**config.mk**
```make
export PLATFORM = sky130hd
export DESIGN_NAME = lpt_event_timer
export DESIGN_NICKNAME = d
export VERILOG_FILES = /design/src/rtl/lpt_pkg.sv /design/src/rtl/lpt_prescaler.sv /design/src/rtl/lpt_counter.sv /design/src/rtl/lpt_regs.sv /design/src/rtl/lpt_event_timer.sv
export SDC_FILE = /design/constraint.sdc
export NUM_CORES = 1
export LEC_CHECK = 0
export CORE_UTILIZATION = 60
export CTS_CLUSTER_SIZE = 20
export DETAILED_ROUTE_END_ITERATION = 8
export DONT_BUFFER_PORTS = 1
export GPL_ROUTABILITY_DRIVEN = 1
export PLACE_DENSITY = 0.83
export SLEW_MARGIN = 10
export SYNTH_ARGS = -nofsm -noshare
export SYNTH_HDL_FRONTEND = slang
export SYNTH_SLANG_ARGS = --single-unit
export TNS_END_PERCENT = 10
```
**constraint.sdc**
```tcl
create_clock -name clk -period 4.4 [get_ports clk]
set_clock_uncertainty 0.2 [all_clocks]
set_input_delay 0.22 -clock clk [delete_from_list [all_inputs] [get_ports clk]]
set_output_delay 0.22 -clock clk [all_outputs]
set_load 0.02 [all_outputs]
```
**src/rtl/lpt_pkg.sv**
```systemverilog
package lpt_pkg;

   // Register byte offsets
   localparam int unsigned OFS_STATUS = 'h00;
   localparam int unsigned OFS_CLEAR  = 'h04;
   localparam int unsigned OFS_IRQEN  = 'h08;
   localparam int unsigned OFS_CONFIG = 'h0C;
   localparam int unsigned OFS_CTRL   = 'h10;
   localparam int unsigned OFS_RELOAD = 'h14;

   // Control bits
   localparam int unsigned CTL_ENABLE = 0;
   localparam int unsigned CTL_ONCE   = 1;
   localparam int unsigned CTL_LOOP   = 2;

   // Status / clear bits
   localparam int unsigned FLG_WRAP    = 1;
   localparam int unsigned FLG_CMPDONE = 3;
   localparam int unsigned FLG_RLDDONE = 4;

   // Interrupt enable bit
   localparam int unsigned IEN_WRAP = 1;

   typedef enum logic [1:0] {
      RUN_IDLE = 2'd0,
      RUN_ONCE = 2'd1,
      RUN_LOOP = 2'd2
   } run_mode_e;

endpackage

```
**src/rtl/lpt_prescaler.sv**
```systemverilog
module lpt_prescaler #(
   parameter int unsigned PSC_W = 3
) (
   input  logic             clk,
   input  logic             rst_n,
   input  logic             run_i,
   input  logic             restart_i,
   input  logic [PSC_W-1:0] psc_i,
   output logic             tick_o
);

   localparam int unsigned DIV_W = (1 << PSC_W) - 1;

   logic [DIV_W-1:0] pre_q;
   logic [DIV_W-1:0] mask;

   // Low P bits of the mask are ones: tick when those bits of pre_q are all ones
   generate
      for (genvar i = 0; i < DIV_W; i++) begin : g_mask
         assign mask[i] = (psc_i > PSC_W'(i));
      end
   endgenerate

   always_ff @(posedge clk or negedge rst_n) begin
      if (!rst_n) begin
         pre_q <= '0;
      end else if (!run_i || restart_i) begin
         pre_q <= '0;
      end else begin
         pre_q <= pre_q + 1'b1;
      end
   end

   assign tick_o = run_i && !restart_i && ((pre_q & mask) == mask);

   // With a divider above 1, two ticks never fall on adjacent cycles
   a_r4_tick_gap: assert property (@(posedge clk) disable iff (!rst_n)
      (tick_o && psc_i != '0) |=> (!tick_o || psc_i == '0));

endmodule

```
**src/rtl/lpt_counter.sv**
```systemverilog
module lpt_counter
   import lpt_pkg::*;
#(
   parameter int unsigned CNT_W = 16
) (
   input  logic             clk,
   input  logic             rst_n,
   input  logic             enable_i,
   input  logic             start_i,
   input  logic             loop_i,
   input  logic             tick_i,
   input  logic [CNT_W-1:0] reload_i,
   output logic             run_o,
   output logic             match_o
);

   run_mode_e        mode_q;
   logic [CNT_W-1:0] count_q;
   logic             at_reload;

   assign at_reload = (count_q == reload_i);
   assign run_o     = (mode_q != RUN_IDLE);
   assign match_o   = run_o && enable_i && tick_i && !start_i && at_reload;

   always_ff @(posedge clk or negedge rst_n) begin
      if (!rst_n) begin
         mode_q  <= RUN_IDLE;
         count_q <= '0;
      end else if (start_i) begin
         mode_q  <= loop_i ? RUN_LOOP : RUN_ONCE;
         count_q <= '0;
      end else if (!enable_i) begin
         mode_q  <= RUN_IDLE;
         count_q <= '0;
      end else if (run_o && tick_i) begin
         if (at_reload) begin
            count_q <= '0;
            if (mode_q == RUN_ONCE) begin
               mode_q <= RUN_IDLE;
            end
         end else begin
            count_q <= count_q + 1'b1;
         end
      end
   end

   a_r9_halt: assert property (@(posedge clk) disable iff (!rst_n)
      (!enable_i && !start_i) |=> (count_q == '0 && mode_q == RUN_IDLE));

   a_r5_wrap_zero: assert property (@(posedge clk) disable iff (!rst_n)
      match_o |=> (count_q == '0));

   a_r7_once_stops: assert property (@(posedge clk) disable iff (!rst_n)
      (match_o && mode_q == RUN_ONCE) |=> (mode_q == RUN_IDLE));

   a_r6_loop_keeps: assert property (@(posedge clk) disable iff (!rst_n)
      (match_o && mode_q == RUN_LOOP) |=> (mode_q == RUN_LOOP));

endmodule

```
**src/rtl/lpt_regs.sv**
```systemverilog
module lpt_regs
   import lpt_pkg::*;
#(
   parameter int unsigned DATA_W  = 32,
   parameter int unsigned ADDR_W  = 5,
   parameter int unsigned CNT_W   = 16,
   parameter int unsigned PSC_W   = 3,
   parameter int unsigned PSC_LSB = 9
) (
   input  logic              clk,
   input  logic              rst_n,
   input  logic              wr_i,
   input  logic [ADDR_W-1:0] addr_i,
   input  logic [DATA_W-1:0] wdata_i,
   input  logic              match_i,
   output logic [DATA_W-1:0] rdata_o,
   output logic              enable_o,
   output logic              start_o,
   output logic              loop_o,
   output logic [PSC_W-1:0]  psc_o,
   output logic [CNT_W-1:0]  reload_o,
   output logic              irq_o
);

   logic             sel_clear, sel_irqen, sel_config, sel_ctrl, sel_reload;
   logic             enable_q, ien_q, wrap_q, rld_done_q;
   logic [PSC_W-1:0] psc_q;
   logic [CNT_W-1:0] reload_q;
   logic             ien_take, rld_take, clr_wrap, clr_rld;
   logic             unused_wdata;

   assign sel_clear  = wr_i && (addr_i == ADDR_W'(OFS_CLEAR));
   assign sel_irqen  = wr_i && (addr_i == ADDR_W'(OFS_IRQEN));
   assign sel_config = wr_i && (addr_i == ADDR_W'(OFS_CONFIG));
   assign sel_ctrl   = wr_i && (addr_i == ADDR_W'(OFS_CTRL));
   assign sel_reload = wr_i && (addr_i == ADDR_W'(OFS_RELOAD));

   // Write-permission gating
   assign ien_take = sel_irqen && !enable_q;
   assign rld_take = sel_reload && enable_q && (wdata_i[CNT_W-1:0] != '0);
   assign clr_wrap = sel_clear && wdata_i[FLG_WRAP];
   assign clr_rld  = sel_clear && wdata_i[FLG_RLDDONE];

   // Start command only together with the enable bit
   assign start_o = sel_ctrl && wdata_i[CTL_ENABLE] &&
                    (wdata_i[CTL_ONCE] || wdata_i[CTL_LOOP]);
   assign loop_o  = wdata_i[CTL_LOOP];

   assign unused_wdata = ^wdata_i;

   always_ff @(posedge clk or negedge rst_n) begin
      if (!rst_n) begin
         enable_q   <= 1'b0;
         ien_q      <= 1'b0;
         psc_q      <= '0;
         reload_q   <= '1;
         wrap_q     <= 1'b0;
         rld_done_q <= 1'b0;
      end else begin
         if (sel_ctrl) begin
            enable_q <= wdata_i[CTL_ENABLE];
         end
         if (ien_take) begin
            ien_q <= wdata_i[IEN_WRAP];
         end
         if (sel_config) begin
            psc_q <= wdata_i[PSC_LSB +: PSC_W];
         end
         if (rld_take) begin
            reload_q <= wdata_i[CNT_W-1:0];
         end
         // Set wins over clear
         if (match_i) begin
            wrap_q <= 1'b1;
         end else if (clr_wrap) begin
            wrap_q <= 1'b0;
         end
         if (rld_take) begin
            rld_done_q <= 1'b1;
         end else if (clr_rld) begin
            rld_done_q <= 1'b0;
         end
      end
   end

   always_comb begin
      rdata_o = '0;
      if (addr_i == ADDR_W'(OFS_STATUS)) begin
         rdata_o[FLG_WRAP]    = wrap_q;
         rdata_o[FLG_CMPDONE] = 1'b0;
         rdata_o[FLG_RLDDONE] = rld_done_q;
      end else if (addr_i == ADDR_W'(OFS_IRQEN)) begin
         rdata_o[IEN_WRAP] = ien_q;
      end else if (addr_i == ADDR_W'(OFS_CONFIG)) begin
         rdata_o[PSC_LSB +: PSC_W] = psc_q;
      end else if (addr_i == ADDR_W'(OFS_CTRL)) begin
         rdata_o[CTL_ENABLE] = enable_q;
      end else if (addr_i == ADDR_W'(OFS_RELOAD)) begin
         rdata_o[CNT_W-1:0] = reload_q;
      end
   end

   assign enable_o = enable_q;
   assign psc_o    = psc_q;
   assign reload_o = reload_q;
   assign irq_o    = wrap_q && ien_q;

   a_r2_ien_locked: assert property (@(posedge clk) disable iff (!rst_n)
      enable_q |=> $stable(ien_q));

   a_r3_reload_locked: assert property (@(posedge clk) disable iff (!rst_n)
      !enable_q |=> $stable(reload_q));

   a_r3_reload_nonzero: assert property (@(posedge clk) disable iff (!rst_n)
      reload_q != '0);

   a_r10_set_wins: assert property (@(posedge clk) disable iff (!rst_n)
      match_i |=> wrap_q);

   a_r11_irq_fall: assert property (@(posedge clk) disable iff (!rst_n)
      $fell(irq_o) |-> $past(clr_wrap || ien_take));

endmodule

```
**src/rtl/lpt_event_timer.sv**
```systemverilog
module lpt_event_timer #(
   parameter int unsigned DATA_W  = 32,
   parameter int unsigned ADDR_W  = 5,
   parameter int unsigned CNT_W   = 16,
   parameter int unsigned PSC_W   = 3,
   parameter int unsigned PSC_LSB = 9
) (
   input  logic              clk,
   input  logic              rst_n,
   input  logic              bus_wr,
   input  logic [ADDR_W-1:0] bus_addr,
   input  logic [DATA_W-1:0] bus_wdata,
   output logic [DATA_W-1:0] bus_rdata,
   output logic              irq_o
);

   // Elaboration-time parameter checks
   generate
      if (CNT_W < 2 || CNT_W > DATA_W) begin : g_bad_cnt
         $error("lpt_event_timer: CNT_W out of range");
      end
      if (PSC_W < 1 || PSC_W > 4) begin : g_bad_psc
         $error("lpt_event_timer: PSC_W must be 1..4");
      end
      if (PSC_LSB + PSC_W > DATA_W) begin : g_bad_field
         $error("lpt_event_timer: divider field exceeds data width");
      end
      if (ADDR_W < 5) begin : g_bad_addr
         $error("lpt_event_timer: ADDR_W too small for register map");
      end
   endgenerate

   logic             enable, start, loop_sel, run, tick, match;
   logic [PSC_W-1:0] psc;
   logic [CNT_W-1:0] reload;

   lpt_regs #(
      .DATA_W (DATA_W),
      .ADDR_W (ADDR_W),
      .CNT_W  (CNT_W),
      .PSC_W  (PSC_W),
      .PSC_LSB(PSC_LSB)
   ) u_regs (
      .clk     (clk),
      .rst_n   (rst_n),
      .wr_i    (bus_wr),
      .addr_i  (bus_addr),
      .wdata_i (bus_wdata),
      .match_i (match),
      .rdata_o (bus_rdata),
      .enable_o(enable),
      .start_o (start),
      .loop_o  (loop_sel),
      .psc_o   (psc),
      .reload_o(reload),
      .irq_o   (irq_o)
   );

   lpt_prescaler #(
      .PSC_W(PSC_W)
   ) u_psc (
      .clk      (clk),
      .rst_n    (rst_n),
      .run_i    (run),
      .restart_i(start),
      .psc_i    (psc),
      .tick_o   (tick)
   );

   lpt_counter #(
      .CNT_W(CNT_W)
   ) u_cnt (
      .clk     (clk),
      .rst_n   (rst_n),
      .enable_i(enable),
      .start_i (start),
      .loop_i  (loop_sel),
      .tick_i  (tick),
      .reload_i(reload),
      .run_o   (run),
      .match_o (match)
   );

endmodule

```
**Yosys cells after proc, flatten, opt, wreduce, memory -nomap -nowiden**

Cells that the tools add are included.

- Flip-flop bits (word level): 48
- Input bits: 40
- Output and inout port bits: 33

- Add/sub/neg operators: 2
- $lt $le $gt $ge: 7
- Equal/unequal tests: 11
- Muxes and demuxes: 33
- Bitwise operators: 1
- Reductions and logical operators: 31

Operators with widths:

| operator | number |
|---|---|
| 2-to-1 mux 16 bit | 9 |
| logical AND 1 bit | 20 |
| adder 16 x 1 -> 16 bit (second input constant) | 1 |
| equality test 16 bit | 1 |
| nonzero test 16 bit | 1 |
| 2-to-1 mux 15 bit | 1 |
| 2-to-1 mux 14 bit | 1 |
| 2-to-1 mux 2 bit | 7 |
| 2-to-1 mux 11 bit | 1 |
| equality test 5 x 4 -> 1 bit (second input constant) | 2 |
| equality test 5 bit (second input constant) | 2 |
| 2-to-1 mux 1 bit | 10 |
| > comparator 3 bit (second input constant) | 3 |
| 2-to-1 mux 9 bit | 1 |
| inequality test 3 x 1 -> 1 bit (second input constant) | 3 |
| adder 7 x 1 -> 7 bit (second input constant) | 1 |
| AND 7 bit | 1 |
| equality test 7 bit | 1 |
| 2-to-1 mux 7 bit | 1 |
| > comparator 3 x 1 -> 1 bit (second input constant) | 2 |
| > comparator 3 x 2 -> 1 bit (second input constant) | 2 |
| nonzero test 2 bit | 3 |
| equality test 5 x 3 -> 1 bit (second input constant) | 1 |
| logical NOT 5 bit | 1 |
| other kinds (6) | 9 |

**Longest topological paths before layout**

Gate-level depths: netlist of the first run.

- Word-level depth: 11
- Gate-level depth with buffers: 9

**Cells and area by module**

A second synthesis of the first run with hierarchy kept.

- Cell total of the unflattened synthesis: 274
- Area total of the unflattened synthesis: 2825.2 um^2

By module, submodules not included:

| module | times used | cells an instance | area an instance (um^2) |
|---|---|---|---|
| lpt_regs | 1 | 112 | 1330.0 |
| lpt_counter | 1 | 122 | 1138.6 |
| lpt_prescaler | 1 | 40 | 356.6 |

**Worst setup path after synthesis of the first run**

No wires, ideal clock.

- Kind: register to register
- From: register u_regs.reload_q[10] (netlist: u_regs.reload_o[10])
- To: register u_cnt.count_q[7]
- Data arrival time: 1.761 ns
- Slack: 2.306 ns
- Cell stages (with the launch flop): 9
- Buffers on the path: 2
- Clock period less this slack: 2.094 ns
- Path through: dfstp_2 > xnor2_1 > nand4_1 > nor4_1 > buf_2 > buf_2 > nor3_1 > o21ai_0 > o41ai_2

- Word-level cells in the longest chain between the ends: 5

RTL lines:

| item | line | text |
|---|---|---|
| from (decl) | lpt_regs.sv:28 | `logic [CNT_W-1:0] reload_q;` |
| from (signal assigned) | lpt_regs.sv:70 | `reload_q <= wdata_i[CNT_W-1:0];` |
| equality test 16 bit | lpt_counter.sv:21 | `assign at_reload = (count_q == reload_i);` |
| 2-to-1 mux 16 bit | lpt_counter.sv:36 | `if (at_reload) begin` |
| 2-to-1 mux 16 bit | lpt_counter.sv:35 | `end else if (run_o && tick_i) begin` |
| 2-to-1 mux 16 bit | lpt_counter.sv:32 | `end else if (!enable_i) begin` |
| 2-to-1 mux 16 bit | lpt_counter.sv:29 | `end else if (start_i) begin` |
| to (signal assigned) | lpt_counter.sv:42 | `count_q <= count_q + 1'b1;` |
| to (decl) | lpt_counter.sv:18 | `logic [CNT_W-1:0] count_q;` |

Every way passes these cells. The select of a mux whose other input is x is not followed.
A chain may end at the register's enable or synchronous reset.

**Final worst setup path of the first run**

- From: register u_regs.reload_q[6] (netlist: u_regs.reload_o[6])
- To: register u_cnt.mode_q[0]

- Word-level cells in the longest chain between the ends: 3

RTL lines:

| item | line | text |
|---|---|---|
| equality test 16 bit | lpt_counter.sv:21 |  |
| inequality test 3 x 1 -> 1 bit (no line) | -- |  |
| AND reduction 3 bit (no line) | -- |  |
| to (signal assigned) | lpt_counter.sv:30 | `mode_q <= loop_i ? RUN_LOOP : RUN_ONCE;` |
| to (decl) | lpt_counter.sv:17 | `run_mode_e mode_q;` |

Every way passes these cells.

==> results by group, run 1 <==
Status
  • Outcome: finished, violations left
  • Failing checks: design-rule violations

Placement
  • DP HPWL: around 4300 um
  • Port bufs: 0
  • Placed cells: 333
  • Worst slack, placed: 1.750 ns
  • Final GP Congestion: 0.8426
  • Area post-placement: 2801 um2

Timing
  • Slew Limit Fails: 0
  • Final Hold Slack: 0.01218 ns
  • Final period util: 0.6670
  • Fmax: approximately 340 MHz
  • RSZ-0062 raised after global routing: no
  • Finish-stage setup viols: 0
  • Slew HR: 0.4901
  • PnR worst setup slack: 1.465 ns
  • Setup TNS: 0 ns
  • Worst Max-Slew Pin Slew: 0.7648 ns
  • Tmin final: 2.935 ns
  • Final Hold Fails: 0

CTS
  • CTS Buffer Depth: 2
  • CTS root buf: clkbuf_8
  • # clock sinks: 48
  • CTS tree: built
  • Clock-pin slew of the registers on the worst-case setup and hold paths: ~0.090 ns
  • H-Tree Level Count: 2
  • Clock latency on the worst-skew pair: 0.31 ns
  • Post-CTS sizing: 0
  • Num CTS Buffers: 5

Pwr
  • Power Total: about 1.0 mW
  • Flop pwr share: 0.477
  • Clock share of power: 0.344
  • P_leak: 1.251 nW
  • Cell-internal power: between 700 and 800 uW
  • Combinational share of power: 0.179
  • Switching Share: 0.2820
  • Max IR drop VDD: 0.2286 mV
  • P per Cell Area: approximately 330 nW/um2
  • Net Sw Power: 295.2 uW

Synthesis
  • #FFs+latches synth: 48
  • Ys async rst share: 1.000
  • Post-Syn Instances: 296
  • Synth Cell Area: 2880 um2
  • Sequential share of the synthesized area: 0.4240
  • Ys Warns: 0
  • Post-synthesis cell type count: 47
  • Dominant synthesized flop cell: dfrtp_1
  • Number of flops mapped to enable cells by yosys: 0
  • Synthesized area per cell: roughly 9.7 um2

Detailed routing
  • DR pass1 iterations: 6
  • Via density: 6.321
  • Final WL: roughly 6900 um
  • DR vias: between 2k and 2.5k
  • DRC viols: 2
  • 1st-iter DRT viols: 241
  • Routed Antenna Nets: 0
  • Wire length per cell: 18.83 um

Floorplan
  • Die width: between 70 and 80 um
  • I/O pin total: between 70 and 80
  • Core area: between 4000 and 5000 um2
  • Die Area: 5082 um2
  • Starting Density: 0.6437
  • DIE HEIGHT: roughly 70 um
  • Site row count: 24

Layout
  • Most frequent cells in the layout: dfrtp_1 (32), nand2_1 (23), dlygate4sd3_1 (23)
  • Final #Nets: 354
  • Fill count: 318
  • Final non-filler cell area: 3187 um2
  • Layout cells sized above 1: 0.1757
  • Diode count: 0
  • Fin cells: around 370
  • Commonest non-fill, non-tap cell in the layout: dfrtp_1
  • Util after Layout: 0.7122
  • Area growth syn-to-layout: 10.64%

Run
  • Max-cap violations: 0

Global route
  • Largest net degree at the start of global routing: 49
  • Initial antenna violation count: 0
  • First-pass GRT wire length: ~11,000 um
  • Gr usage total: 0.2937
  • Grt ovf: 0
  • Vias in the first global route: 2,277

Setup path
  • Buf/Inv on CP: 2
  • Crit-path cells: xnor2_1, nand4_1, nor4_2, inv_1, o311ai_0, o21ai_0, dlygate4sd3_1
  • Critical path capture point type: flop
  • Cell family with most CP delay: simple AND/OR/NAND/NOR gates
  • Critical path type: reg2reg
  • Crit start category: flop
  • Largest stage delay on the critical path: 0.58 ns
  • WP data required: 4.40 ns
  • Maximum fanout along the worst path: 6
  • Arrival @ worst endpoint: 2.93 ns
  • Worst path slowest cell: nor4_2

Min path
  • Hold Crit Class: in2reg
[final timing paths]
kind | start | to | slack, ns | cells after the start
worst min register to register | u_regs.rld_done_q | u_regs.rld_done_q | 0.30 | 2
min in group asynchronous | rst_n | u_cnt.count_q[14] | 0.22 | 2
worst max register to register | u_regs.reload_o[6] | u_cnt.mode_q[0] | 1.47 | 7
worst min-delay path | bus_addr[1] | u_regs.enable_o | 0.01 | 3
max in group asynchronous | rst_n | u_regs.reload_o[14] | 3.51 | 2
worst max-delay path | u_regs.reload_o[6] | u_cnt.mode_q[0] | 1.47 | 7
[tightest hold or removal path, delay by kind of cell]
family	cells	cell delay, ns
AND/OR/NAND/NOR	2	0.16
AO/OA/AOI/OAI	1	0.10
[cell type report]
| class | count | area (um2) | share of cell area |
|---|---|---|---|
| multi-input cells | 226 | 1485 | 0.4660 |
| flip-flops and latches | 48 | 1221 | 0.3832 |
| repair buffers | 25 | 265.3 | 0.08323 |
| clock buffers | 7 | 97.59 | 0.03062 |
| well taps | 52 | 65.06 | 0.02042 |
| clock inverters | 1 | 30.03 | 0.009423 |
| inverters | 6 | 22.52 | 0.007067 |
[per-layer routing]
metal  track usage  up-vias  part of all wire
li1              -     1053                 -
met1        0.3674     1128              0.40
met2        0.5026      111              0.51
met3       0.06610       15             0.069
met4        0.1044        0             0.020
met5             0        -                 0
[cell families after synthesis]
logic type,synth area share
and+or+nand+nor,0.2181
AOI/OAI and AO/OA,0.1203
DFF,0.4240
buffers and inverters,0.08210
xor gates and xnor gates,0.06386
muxes,0.08167
adders and majority gates,0.008687
other,0.001302
[timing repair]
item | 4_1_cts | 5_1_grt
hold buffers | 24 | 0
hold endpoints to repair | 73 | 0
buffers inserted | 0 | 0
[synth_stat cells, types with 6 or more instances]
| cell | n | area share |
|---|---|---|
| a21oi_1 | 7 | 0.012 |
| and2_1 | 11 | 0.024 |
| buf_2 | 6 | 0.010 |
| buf_4 | 16 | 0.042 |
| dfrtp_1 | 32 | 0.28 |
| dfstp_2 | 16 | 0.15 |
| inv_1 | 6 | 0.0078 |
| mux2_2 | 20 | 0.078 |
| nand2_1 | 23 | 0.030 |
| nand3_1 | 10 | 0.017 |
| nand4_1 | 8 | 0.017 |
| nor2_1 | 21 | 0.027 |
| nor3_1 | 9 | 0.016 |
| nor4_1 | 6 | 0.013 |
| o21ai_0 | 17 | 0.030 |
| o31ai_1 | 7 | 0.018 |
| xnor2_1 | 18 | 0.055 |
[state kept, by name, indices dropped and copies added, names as in the netlist]
name               flops
u_regs.enable_o        1
u_regs.ien_q           1
u_cnt.mode_q           2
u_psc.pre_q            7
u_cnt.count_q         16
u_regs.reload_o       16
u_regs.wrap_q          1
u_regs.rld_done_q      1
u_regs.psc_o           3
[power by group through the flow]
stage / clock (mW) / sequential, mW / combinational [mW]
2_1_floorplan: 0 / 0.494 / 0.148
3_3_place_gp: 0 / 0.506 / 0.150
3_5_place_dp: 0 / 0.507 / 0.153
4_1_cts: 0.358 / 0.498 / 0.183
5_1_grt: 0.374 / 0.503 / 0.206
6_report: 0.360 / 0.500 / 0.187
(Power assumes the default switching activity.)
==> run 2: changes to the inputs <==
clock period = 2.75 ns   (was 4.4 ns; I/O delays follow)
==> run 2 against run 1 <==
  * The run still ends with design-rule violations left
  * Clock-buffer cell count is 1 lower
  * Via count is 3.6% higher
  * Critical path depth up 1
  * Sequential share of layout area shrank 0.19 points
  * Final area up 0.51%
  * Register-to-register slack worse by 1.4 ns
  * Critical path type unchanged
==> results by group, run 2 (synthesis gave the netlist of run 1 again) <==
Pwr
  • Net Sw Power: 498.6 uW (was 295.2 uW)
  • P_leak: 1.270 nW (was 1.251 nW)
  • Switching Share: 0.3102 (was 0.2820)
  • P per Cell Area: 501.8 nW/um2 (was 328.5 nW/um2)
  • Combinational share of power: 0.215 (was 0.179)
  • Flop pwr share: 0.499 (was 0.477)
  • Power Total: 1.607 mW (was 1.047 mW)
  • Clock share of power: 0.286 (was 0.344)
  • Max IR drop VDD: 0.3680 mV (was 0.2286 mV)
  • Cell-internal power: 1.109 mW (was 751.6 uW)

Detailed routing
  • Wire length per cell: 19.55 um (was 18.83 um)
  • Final WL: 7252 um (was 6874 um)
  • DR pass1 iterations: 7 (was 6)
  • DR vias: 2,389 (was 2,307)
  • DRC viols: 2 (unchanged)
  • 1st-iter DRT viols: 213 (was 241)
  • Via density: 6.439 (was 6.321)
  • Routed Antenna Nets: 0 (unchanged)

Layout
  • Layout cells sized above 1: 0.1912 (was 0.1757)
  • Area growth syn-to-layout: 11.21% (was 10.64%)
  • Final #Nets: 360 (was 354)
  • Fill count: 279 (was 318)
  • Final non-filler cell area: 3203 um2 (was 3187 um2)
  • Commonest non-fill, non-tap cell in the layout: dfrtp_1 (unchanged)
  • Diode count: 0 (unchanged)
  • Most frequent cells in the layout: dfrtp_1 (32), dlygate4sd3_1 (24), nand2_1 (23) (was dfrtp_1 (32), nand2_1 (23), dlygate4sd3_1 (23))
  • Fin cells: 371 (was 365)

Timing
  • Finish-stage setup viols: 0 (unchanged)
  • Tmin final: 2.644 ns (was 2.935 ns)
  • PnR worst setup slack: 0.1061 ns (was 1.465 ns)
  • Worst Max-Slew Pin Slew: 0.5630 ns (was 0.7648 ns)
  • Final period util: 0.9614 (was 0.6670)
  • Slew HR: 0.6238 (was 0.4901)
  • Final Hold Fails: 0 (unchanged)
  • Fmax: 378.2 MHz (was 340.7 MHz)
  • Slew Limit Fails: 0 (unchanged)

CTS
  • CTS Buffer Depth: 2 (unchanged)
  • Clock-pin slew of the registers on the worst-case setup and hold paths: 0.09 ns (about the same)
  • H-Tree Level Count: 2 (unchanged)
  • # clock sinks: 48 (unchanged)
  • CTS tree: built (unchanged)
  • CTS root buf: clkbuf_8 (unchanged)
  • Clock latency on the worst-skew pair: 0.31 ns (about the same)
  • Num CTS Buffers: 5 (unchanged)

Global route
  • Largest net degree at the start of global routing: 49 (unchanged)
  • First-pass GRT wire length: 11,480 um (was 11,410 um)
  • Gr usage total: 0.2958 (was 0.2937)
  • Initial antenna violation count: 0 (unchanged)
  • Grt ovf: 0 (unchanged)
  • Vias in the first global route: 2,306 (was 2,277)

Setup path
  • Largest stage delay on the critical path: 0.58 ns (about the same)
  • Crit-path cells: xnor2_1, nand4_1, nor4_2, buf_4, inv_1, o311ai_1, o21ai_1, dlygate4sd3_1 (was xnor2_1, nand4_1, nor4_2, inv_1, o311ai_0, o21ai_0, dlygate4sd3_1)
  • Maximum fanout along the worst path: 3 (was 6)
  • Worst path slowest cell: dfstp_2 (was nor4_2)
  • Arrival @ worst endpoint: 2.65 ns (was 2.93 ns)
  • Start of the worst register-to-register path: u_regs.reload_o[4] (was u_regs.reload_o[6])
  • Critical Path Start: u_regs.reload_o[4] (was u_regs.reload_o[6])
  • Critical path capture point type: flop (unchanged)
  • Cell family with most CP delay: buffers and inverters (was simple AND/OR/NAND/NOR gates)
  • Critical path type: reg2reg (unchanged)
  • WP data required: 2.76 ns (was 4.40 ns)
  • Buf/Inv on CP: 3 (was 2)
  • Crit start category: flop (unchanged)

Placement
  • Area post-placement: 2831 um2 (was 2801 um2)
  • Final GP Congestion: 0.8428 (was 0.8426)
  • Port bufs: 0 (unchanged)
  • DP HPWL: 4490 um (was 4344 um)
  • Placed cells: 337 (was 333)
  • Worst slack, placed: 0.3661 ns (was 1.750 ns)

Floorplan
  • Starting Density: 0.6437 (unchanged)
  • I/O pin total: 73 (unchanged)
  • Die width: 71.29 um (unchanged)
  • DIE HEIGHT: 71.29 um (unchanged)
  • Site row count: 24 (unchanged)
  • Die Area: 5082 um2 (unchanged)
  • Core area: 4474 um2 (unchanged)

Status
  • Outcome: finished, violations left (unchanged)
  • Failing checks: design-rule violations (unchanged)

Min path
  • Min-delay src: bus_addr[4] (was bus_addr[1])
  • Hold Crit Class: in2reg (unchanged)

Run
  • Max-cap violations: 0 (unchanged)
## run 2: worst register-to-register path: cells and delay by family, from the launching register on
kind            cells  cell delay, ns
compound gates      2            0.37
xor+xnor            1            0.14
buf+inv             3            0.78
flops               1            0.58
simple gates        2            0.46
## run 2: power groups by stage
stage	Combinational [mW]	Sequential, mW	Clock [mW]
detailed placement	0.269	0.811	0
global route	0.370	0.805	0.485
CTS	0.319	0.798	0.463
floorplan	0.236	0.790	0
global placement	0.260	0.808	0
finish	0.345	0.802	0.460
## run 2: repair_timing
action,CTS,global route
hold buffers,25,0
resized for setup,0,2
setup endpoints to repair,0,1
buffers inserted,0,1
endpoints found under the hold margin,73,0
## run 2: final cells by class
type                       count  area (um2)  area share
sequential                    48        1221      0.3812
clock inverter                 2       13.76    0.004297
inverter                       6       22.52    0.007031
multi-input combinational    226        1485      0.4637
timing repair buffer          31       312.8     0.09766
tap                           52       65.06     0.02031
clock buffer                   6       82.58     0.02578
## run 2: routing by layer
| layer | vias up | part of all wire | track usage |
|---|---|---|---|
| li1 | 1070 | - | - |
| met1 | 1148 | 0.40 | 0.3886 |
| met4 | 0 | 0.029 | 0.1400 |
| met5 | - | 0 | 0 |
| met2 | 150 | 0.50 | 0.4783 |
| met3 | 21 | 0.080 | 0.05345 |
## run 2: through the flow
step | hold WS, ns | util | TNS, ns
finish | 0.05588 | 0.7159 | 0
global route | 0.05799 | 0.7159 | -0.001872
CTS | 0.01718 | 0.7142 | 0
detailed placement | -0.3566 | 0.6328 | 0
global placement | -0.3565 | 0.6328 | 0
floorplan | -0.3581 | - | 0
## run 2: worst paths after layout
path                       slack, ns  cells after the start                  to
setup reg to reg                0.11                      8     u_cnt.mode_q[0]
hold / removal                  0.06                      3        u_regs.ien_q
setup / recovery                0.11                      8     u_cnt.mode_q[0]
min in group asynchronous       0.13                      2   u_cnt.count_q[14]
max in group asynchronous       1.95                      2  u_regs.reload_o[5]
hold reg to reg                 0.30                      2  u_regs.reload_o[8]
